$ cat src/rtl/mwt_pkg.sv
package mwt_pkg;

  typedef enum logic [1:0] {
    MODE_CLR_A   = 2'd0,
    MODE_CLR_CAP = 2'd1,
    MODE_PWM_CAP = 2'd2,
    MODE_PWM_A   = 2'd3
  } timerMode_e;

  typedef enum logic [1:0] {
    OUT_OFF    = 2'd0,
    OUT_TOGGLE = 2'd1,
    OUT_LOWISH = 2'd2,
    OUT_HIGHISH = 2'd3
  } outMode_e;

  localparam logic [1:0] SEL_CMPA    = 2'd0;
  localparam logic [1:0] SEL_CAP     = 2'd1;
  localparam logic [1:0] SEL_FLAGCLR = 2'd2;

  localparam int FLAG_BITS = 3;

  typedef struct packed {
    logic                 advance;
    logic                 clearCount;
    logic                 loadA;
    logic                 matchA;
    logic                 matchCap;
    logic                 atTop;
    logic                 wrap;
    logic                 isPwm;
    logic [FLAG_BITS-1:0] clrMask;
  } strobe_t;

endpackage

$ cat src/rtl/mwt_datapath.sv
module mwt_datapath
  import mwt_pkg::*;
#(
  parameter int WIDTH = 16
) (
  input  logic             clk,
  input  logic             rstN,
  input  strobe_t          strb,
  input  logic             wrEn,
  input  logic [1:0]       wrSel,
  input  logic [WIDTH-1:0] wrData,
  output logic [WIDTH-1:0] count,
  output logic [WIDTH-1:0] activeA,
  output logic [WIDTH-1:0] capReg
);

  localparam logic [WIDTH-1:0] ZERO = '0;

  logic [WIDTH-1:0] bufA;
  logic             wrA;
  logic             wrCap;

  assign wrA   = wrEn && (wrSel == SEL_CMPA);
  assign wrCap = wrEn && (wrSel == SEL_CAP);

  logic unusedStrb;
  assign unusedStrb = ^{strb.matchA, strb.matchCap, strb.atTop, strb.wrap, strb.clrMask};

  always_ff @(posedge clk) begin
    if (!rstN) begin
      count <= ZERO;
    end else if (strb.clearCount) begin
      count <= ZERO;
    end else if (strb.advance) begin
      count <= count + 1'b1;
    end
  end

  always_ff @(posedge clk) begin
    if (!rstN) begin
      bufA    <= ZERO;
      activeA <= ZERO;
      capReg  <= ZERO;
    end else begin
      if (wrA) bufA <= wrData;
      if (wrA && !strb.isPwm) begin
        activeA <= wrData;
      end else if (strb.loadA) begin
        activeA <= bufA;
      end
      if (wrCap) capReg <= wrData;
    end
  end

  a_r2_hold_without_tick : assert property (@(posedge clk) disable iff (!rstN)
    !strb.advance |=> $stable(count));

  a_r2_step_on_tick : assert property (@(posedge clk) disable iff (!rstN)
    (strb.advance && !strb.clearCount) |=> (count == WIDTH'($past(count) + 1'b1)));

  a_r3_clear_at_top : assert property (@(posedge clk) disable iff (!rstN)
    strb.clearCount |=> (count == ZERO));

  a_r8_buffered_hold : assert property (@(posedge clk) disable iff (!rstN)
    (strb.isPwm && !strb.loadA) |=> $stable(activeA));

endmodule

$ cat src/rtl/mwt_control.sv
module mwt_control
  import mwt_pkg::*;
#(
  parameter int WIDTH = 16
) (
  input  logic                 tick,
  input  timerMode_e           mode,
  input  logic                 wrEn,
  input  logic [1:0]           wrSel,
  input  logic [FLAG_BITS-1:0] wrMask,
  input  logic [WIDTH-1:0]     count,
  input  logic [WIDTH-1:0]     activeA,
  input  logic [WIDTH-1:0]     capReg,
  output strobe_t              strb
);

  localparam logic [WIDTH-1:0] ALL_ONES = '1;

  logic             useCap;
  logic             pwmMode;
  logic [WIDTH-1:0] topVal;
  logic             hitTop;

  always_comb begin
    useCap  = (mode == MODE_CLR_CAP) || (mode == MODE_PWM_CAP);
    pwmMode = (mode == MODE_PWM_CAP) || (mode == MODE_PWM_A);
    topVal  = useCap ? capReg : activeA;
    hitTop  = (count == topVal);
  end

  always_comb begin
    strb            = '0;
    strb.advance    = tick;
    strb.isPwm      = pwmMode;
    strb.atTop      = tick && hitTop;
    strb.clearCount = tick && hitTop;
    strb.loadA      = tick && hitTop && pwmMode;
    strb.matchA     = tick && (count == activeA);
    strb.matchCap   = tick && useCap && (count == capReg);
    strb.wrap       = tick && (count == ALL_ONES);
    strb.clrMask    = (wrEn && (wrSel == SEL_FLAGCLR)) ? wrMask : '0;
  end

endmodule

$ cat src/rtl/mwt_outgen.sv
module mwt_outgen
  import mwt_pkg::*;
(
  input  logic                 clk,
  input  logic                 rstN,
  input  strobe_t              strb,
  input  outMode_e             outMode,
  output logic                 waveOut,
  output logic [FLAG_BITS-1:0] flags
);

  logic                 waveReg;
  logic                 waveNext;
  logic [FLAG_BITS-1:0] setMask;

  logic unusedStrb;
  assign unusedStrb = ^{strb.advance, strb.clearCount, strb.loadA};

  assign setMask = {strb.wrap, strb.matchCap, strb.matchA};

  always_comb begin
    waveNext = waveReg;
    unique case (outMode)
      OUT_OFF:    waveNext = waveReg;
      OUT_TOGGLE: if (strb.matchA) waveNext = ~waveReg;
      OUT_LOWISH: begin
        if (strb.isPwm && strb.atTop) waveNext = 1'b1;
        else if (strb.matchA)         waveNext = 1'b0;
      end
      OUT_HIGHISH: begin
        if (strb.isPwm && strb.atTop) waveNext = 1'b0;
        else if (strb.matchA)         waveNext = 1'b1;
      end
      default: waveNext = waveReg;
    endcase
  end

  always_ff @(posedge clk) begin
    if (!rstN) begin
      waveReg <= 1'b0;
      flags   <= '0;
    end else begin
      waveReg <= waveNext;
      flags   <= (flags & ~strb.clrMask) | setMask;
    end
  end

  assign waveOut = (outMode == OUT_OFF) ? 1'b0 : waveReg;

  a_r5_overflow_sets : assert property (@(posedge clk) disable iff (!rstN)
    strb.wrap |=> flags[2]);

  a_r6_set_wins : assert property (@(posedge clk) disable iff (!rstN)
    strb.matchA |=> flags[0]);

  a_r6_sticky : assert property (@(posedge clk) disable iff (!rstN)
    (flags[0] && !strb.clrMask[0]) |=> flags[0]);

  a_r7_toggle : assert property (@(posedge clk) disable iff (!rstN)
    (outMode == OUT_TOGGLE && strb.matchA) |=> (waveReg != $past(waveReg)));

  a_r10_off_low : assert property (@(posedge clk) disable iff (!rstN)
    (outMode == OUT_OFF) |-> !waveOut);

endmodule

$ cat src/rtl/match_wave_timer.sv
module match_wave_timer
  import mwt_pkg::*;
#(
  parameter int WIDTH = 16
) (
  input  logic             clk,
  input  logic             rstN,
  input  logic             tick,
  input  logic             wrEn,
  input  logic [1:0]       wrSel,
  input  logic [WIDTH-1:0] wrData,
  input  logic [1:0]       modeSel,
  input  logic [1:0]       outSel,
  output logic [WIDTH-1:0] countOut,
  output logic             waveOut,
  output logic [2:0]       flags
);

  strobe_t          strb;
  logic [WIDTH-1:0] activeA;
  logic [WIDTH-1:0] capReg;
  timerMode_e       modeE;
  outMode_e         outE;

  assign modeE = timerMode_e'(modeSel);
  assign outE  = outMode_e'(outSel);

  mwt_control #(.WIDTH(WIDTH)) uCtrl (
    .tick    (tick),
    .mode    (modeE),
    .wrEn    (wrEn),
    .wrSel   (wrSel),
    .wrMask  (wrData[FLAG_BITS-1:0]),
    .count   (countOut),
    .activeA (activeA),
    .capReg  (capReg),
    .strb    (strb)
  );

  mwt_datapath #(.WIDTH(WIDTH)) uPath (
    .clk     (clk),
    .rstN    (rstN),
    .strb    (strb),
    .wrEn    (wrEn),
    .wrSel   (wrSel),
    .wrData  (wrData),
    .count   (countOut),
    .activeA (activeA),
    .capReg  (capReg)
  );

  mwt_outgen uOut (
    .clk     (clk),
    .rstN    (rstN),
    .strb    (strb),
    .outMode (outE),
    .waveOut (waveOut),
    .flags   (flags)
  );

endmodule

$ cat config.mk
export PLATFORM = sky130hd
export DESIGN_NAME = match_wave_timer
export DESIGN_NICKNAME = d
export VERILOG_FILES = /design/src/rtl/mwt_pkg.sv /design/src/rtl/mwt_datapath.sv /design/src/rtl/mwt_control.sv /design/src/rtl/mwt_outgen.sv /design/src/rtl/match_wave_timer.sv
export SDC_FILE = /design/constraint.sdc
export NUM_CORES = 1
export LEC_CHECK = 0
export ABC_AREA = 1
export ABC_CLOCK_PERIOD_IN_PS = 5700
export BUFFER_PORTS_ARGS = -buffer_cell sky130_fd_sc_hd__buf_2
export CAP_MARGIN = 5
export CORE_UTILIZATION = 60
export CTS_CLUSTER_SIZE = 40
export DETAILED_ROUTE_END_ITERATION = 7
export PLACE_DENSITY = 0.82
export SETUP_SLACK_MARGIN = 0.5
export SLEW_MARGIN = 25
export SYNTH_ARGS = -nofsm -noshare
export SYNTH_HDL_FRONTEND = slang
export SYNTH_SLANG_ARGS = --single-unit
$ cat constraint.sdc
create_clock -name clk -period 5.7 [get_ports clk]
set_clock_uncertainty 0.2 [all_clocks]
set_input_delay 0.285 -clock clk [delete_from_list [all_inputs] [get_ports clk]]
set_output_delay 0.285 -clock clk [all_outputs]
set_load 0.05 [all_outputs]
==> metrics.md <==
| Metric | Value |
|---|---|
| Nets@finish | 686 |
| GRT Overall Usage | 34.1% |
| Part of the power in the clock network | 39.4% |
| Vias per cell | 5.57 |
| FFs w/ async S/R, synth | 0% |
| Reg2reg end | uPath.count[14] |
| F_max | 324 MHz |
| Reg power frac | 45.4% |
| Req. time, crit path | 5760 ps |
| R2r setup slk | 3310 ps |
| RSZ-0062 raised after global routing | no |
| Antenna Nets Post-Route | 0 |
| Grt ovf | 0 |
| Initial antenna violation count | 0 |
| DP HPWL | 8320 um |
| Most common cell after layout, fill and taps aside | nand2_1 |
| Routability Congestion | 1.00 |
| Hold WC Path Type | in -> reg |
| Switching portion of total power | 29.4% |
| Fillers | 585 |
| Most frequent cells in the layout | 175 x nand2_1, 80 x inv_1, 68 x dfxtp_1 |
| Net Sw Power | 329 uW |
| Post-CTS sizing | 0 |
| H-tree Lvls | 3 |
| CTS root buf | clkbuf_8 |
| Seq/Total Area, Yosys | 34.8% |
| Flops & latches, synth | 68 |
| Crit-path cells | buf_2 > inv_1 > ha_1 > inv_2 > nand2_1 > nand2_1 > nand2_1 > nand2_1 > inv_1 > nand2_1 > nor2_1 > nand2_1 > nor2_2 > nand3_4 > nand2_4 > nand2_1 > a21oi_1 |
| Clock transition at the registers of the reported paths | 70 ps |
| Drt total wl | 11100 um |
| CTS Buf Count | 9 |
| Post-synth top area cell | dfxtp_1 |
| Delay-heaviest family, CP | simple AND/OR/NAND/NOR gates |
| Die ar. | 0.00685 mm^2 |
| Pins Over Slew Limit | 0 |
| Mapped Nets | 650 |
| Post-synth top area share | 34.8% |
| Synth Warn # | 0 |
| Area grow syn2layout | 12.2% |
| Crit path DAT | 3150 ps |
| Post-synth EDFFs | 0 |
| CTS Sinks | 68 |
| Top FF cell, synth | dfxtp_1 |
| Vias in the first global route | 3600 |
| Logic pwr share | 15.2% |
| CTS tree | built |
| Crit-path max cell delay | 910 ps |
| Status | finished, final reports clean |
| Io pins | 46 |
| Final setup fails | 0 |
| LEAKAGE | 0.00197 uW |
| Die span in x | 82.8 um |
| Layout Utilization | 69.6% |
| Hold Path Origin | wrData[12] |
| Number of port buffers | 45 |
| Critical path type | in -> reg |
| Setup TNS | 0 ps |
| WHS Path Cells | 3 |
| Share of cells above drive strength 1 | 10.7% |
| TritonRoute pass-1 iters | 5 |
| DR vias | 4112 |
| Setup crit end kind | flip-flop |
| RR Startpoint | uPath.count[1] |
| Crit-path max FO | 32 |
| First-pass GRT wire length | 17200 um |
| Worst Hold Path EP | uPath.bufA[12] |
| CP Launch Type | input port |
| Placed instance count | 718 |
| Layout Cells excl Fill | 738 |
| Worst-margin pin slew | 962 ps |
| Ant diodes | 0 |
| 1st-iter DRT viols | 320 |
| Cell mode on critical path | nand2_1 |
| Peak VDD IR | 0.202 mV |
| Mapped Cells | 621 |
| Hold Fails Final Rpt | 0 |
| Syn_area_per_cell | 6.30 um^2 |
| Clk_lat worst skew | 350 ps |
| Fin crit period | 3090 ps |
| Wirelength per Cell | 15.0 um |
| Slowest CP cell | ha_1 |
| CTS Buffer Depth | 2 |
| Row count | 29 |
| Yosys cell types | 32 |
| Final period util | 54.2% |
| Core region area | 0.00631 mm^2 |
| Hold buffer count at cts | 5 |
| Die Ht | 82.8 um |
| Buffers plus inverters on the worst setup path | 4 |
| Area contributors post-synth | dfxtp_1 35%, nand2_1 17%, o21ai_0 7.8% |
| # DRC | 0 |
| Initial Util | 62.0% |
| Hold WS | 0.0562 ps |
| Slew margin rel. | 35.9% |
| Reg2reg path depth | 9 |
| PwrDens | 255 mW/mm^2 |
| Cell Int Power | 790 uW |
| Largest net degree at the start of global routing | 36 |
| Mapped Area | 0.00392 mm^2 |
| Post-CTS Setup Bufs | 0 |
| Max Cap Viol | 0 |
routing by layer:
metal  up-vias  share of wire, %  global-route usage [%]
met5         -                 0                       0
met4         0               2.9                    13.8
met3        31               6.0                    5.46
met2       150                47                    58.0
li1       2077                 -                       -
met1      1854                44                    42.9
state kept, by name (all words and copies together), names as in the netlist:
name and flops:
uPath.activeA 16, uPath.bufA 16, uPath.count 16, uPath.capReg 16, uOut.flags 3, uOut.waveReg 1
worst min-delay path, delay by kind of cell:
| family | cells | cell delay [ps] |
|---|---|---|
| compound gates | 1 | 110 |
| buf+inv | 2 | 110 |
synthesized netlist by cell type, types with 5 or more instances:
master	n
inv_1	80
nand4_1	10
dfxtp_1	68
nor4_1	5
nand2_1	175
nor3_1	8
nor2_1	46
a21oi_1	53
nand3_1	36
xor2_1	21
o21ai_0	61
clkbuf_1	17
buf_2	5
per-stage QoR:
stage | cell area, um^2 | setup slack, ps | power [uW]
finish | 4390 | 2610 | 1120
global route | 4390 | 2300 | 1160
CTS | 4390 | 2670 | 1120
floorplan | 3920 | 3410 | 638
global placement | 4130 | 2410 | 679
detailed placement | 4130 | 2350 | 683
cell families (layout without fill, tap and decap cells):
logic type / after synthesis / after routing / share of synthesized area, %
compound gates: 130 / 130 / 17.3
xor+xnor: 21 / 21 / 4.70
fa+ha+maj: 3 / 3 / 0.959
buf+inv: 110 / 150 / 11.0
flops: 68 / 68 / 34.8
simple gates: 289 / 289 / 31.3
power groups by stage:
stage / clock network, uW / logic (uW) / registers (uW)
5_1_grt: 457 / 192 / 510
4_1_cts: 443 / 168 / 507
3_5_place_dp: 0 / 165 / 518
3_3_place_gp: 0 / 161 / 518
2_1_floorplan: 0 / 114 / 524
6_report: 442 / 170 / 508
worst max-delay path by stage:
stage | startpoint | cells after the start | to | slack (ps)
final | modeSel[0] | 17 | uPath.activeA[3] | 2610
after global routing | modeSel[0] | 17 | uPath.activeA[4] | 2300
after CTS | modeSel[0] | 17 | uPath.activeA[3] | 2670
after detailed placement | modeSel[0] | 17 | uPath.activeA[2] | 2350
after global placement | modeSel[0] | 17 | uPath.activeA[4] | 2410
after floorplan | uPath.count[7] | 11 | uPath.activeA[10] | 3410
final cells by class:
| class | instances | area [um^2] | area share (%) |
|---|---|---|---|
| multi-input cells | 443 | 2120 | 48.3 |
| flip-flops and latches | 68 | 1360 | 31.0 |
| inverters | 84 | 315 | 7.18 |
| repair buffers | 51 | 283 | 6.44 |
| clock buffers | 9 | 124 | 2.82 |
| well taps | 77 | 96.3 | 2.19 |
| clock inverters | 6 | 90.1 | 2.05 |
No activity file was read; power rests on OpenSTA's default activity.
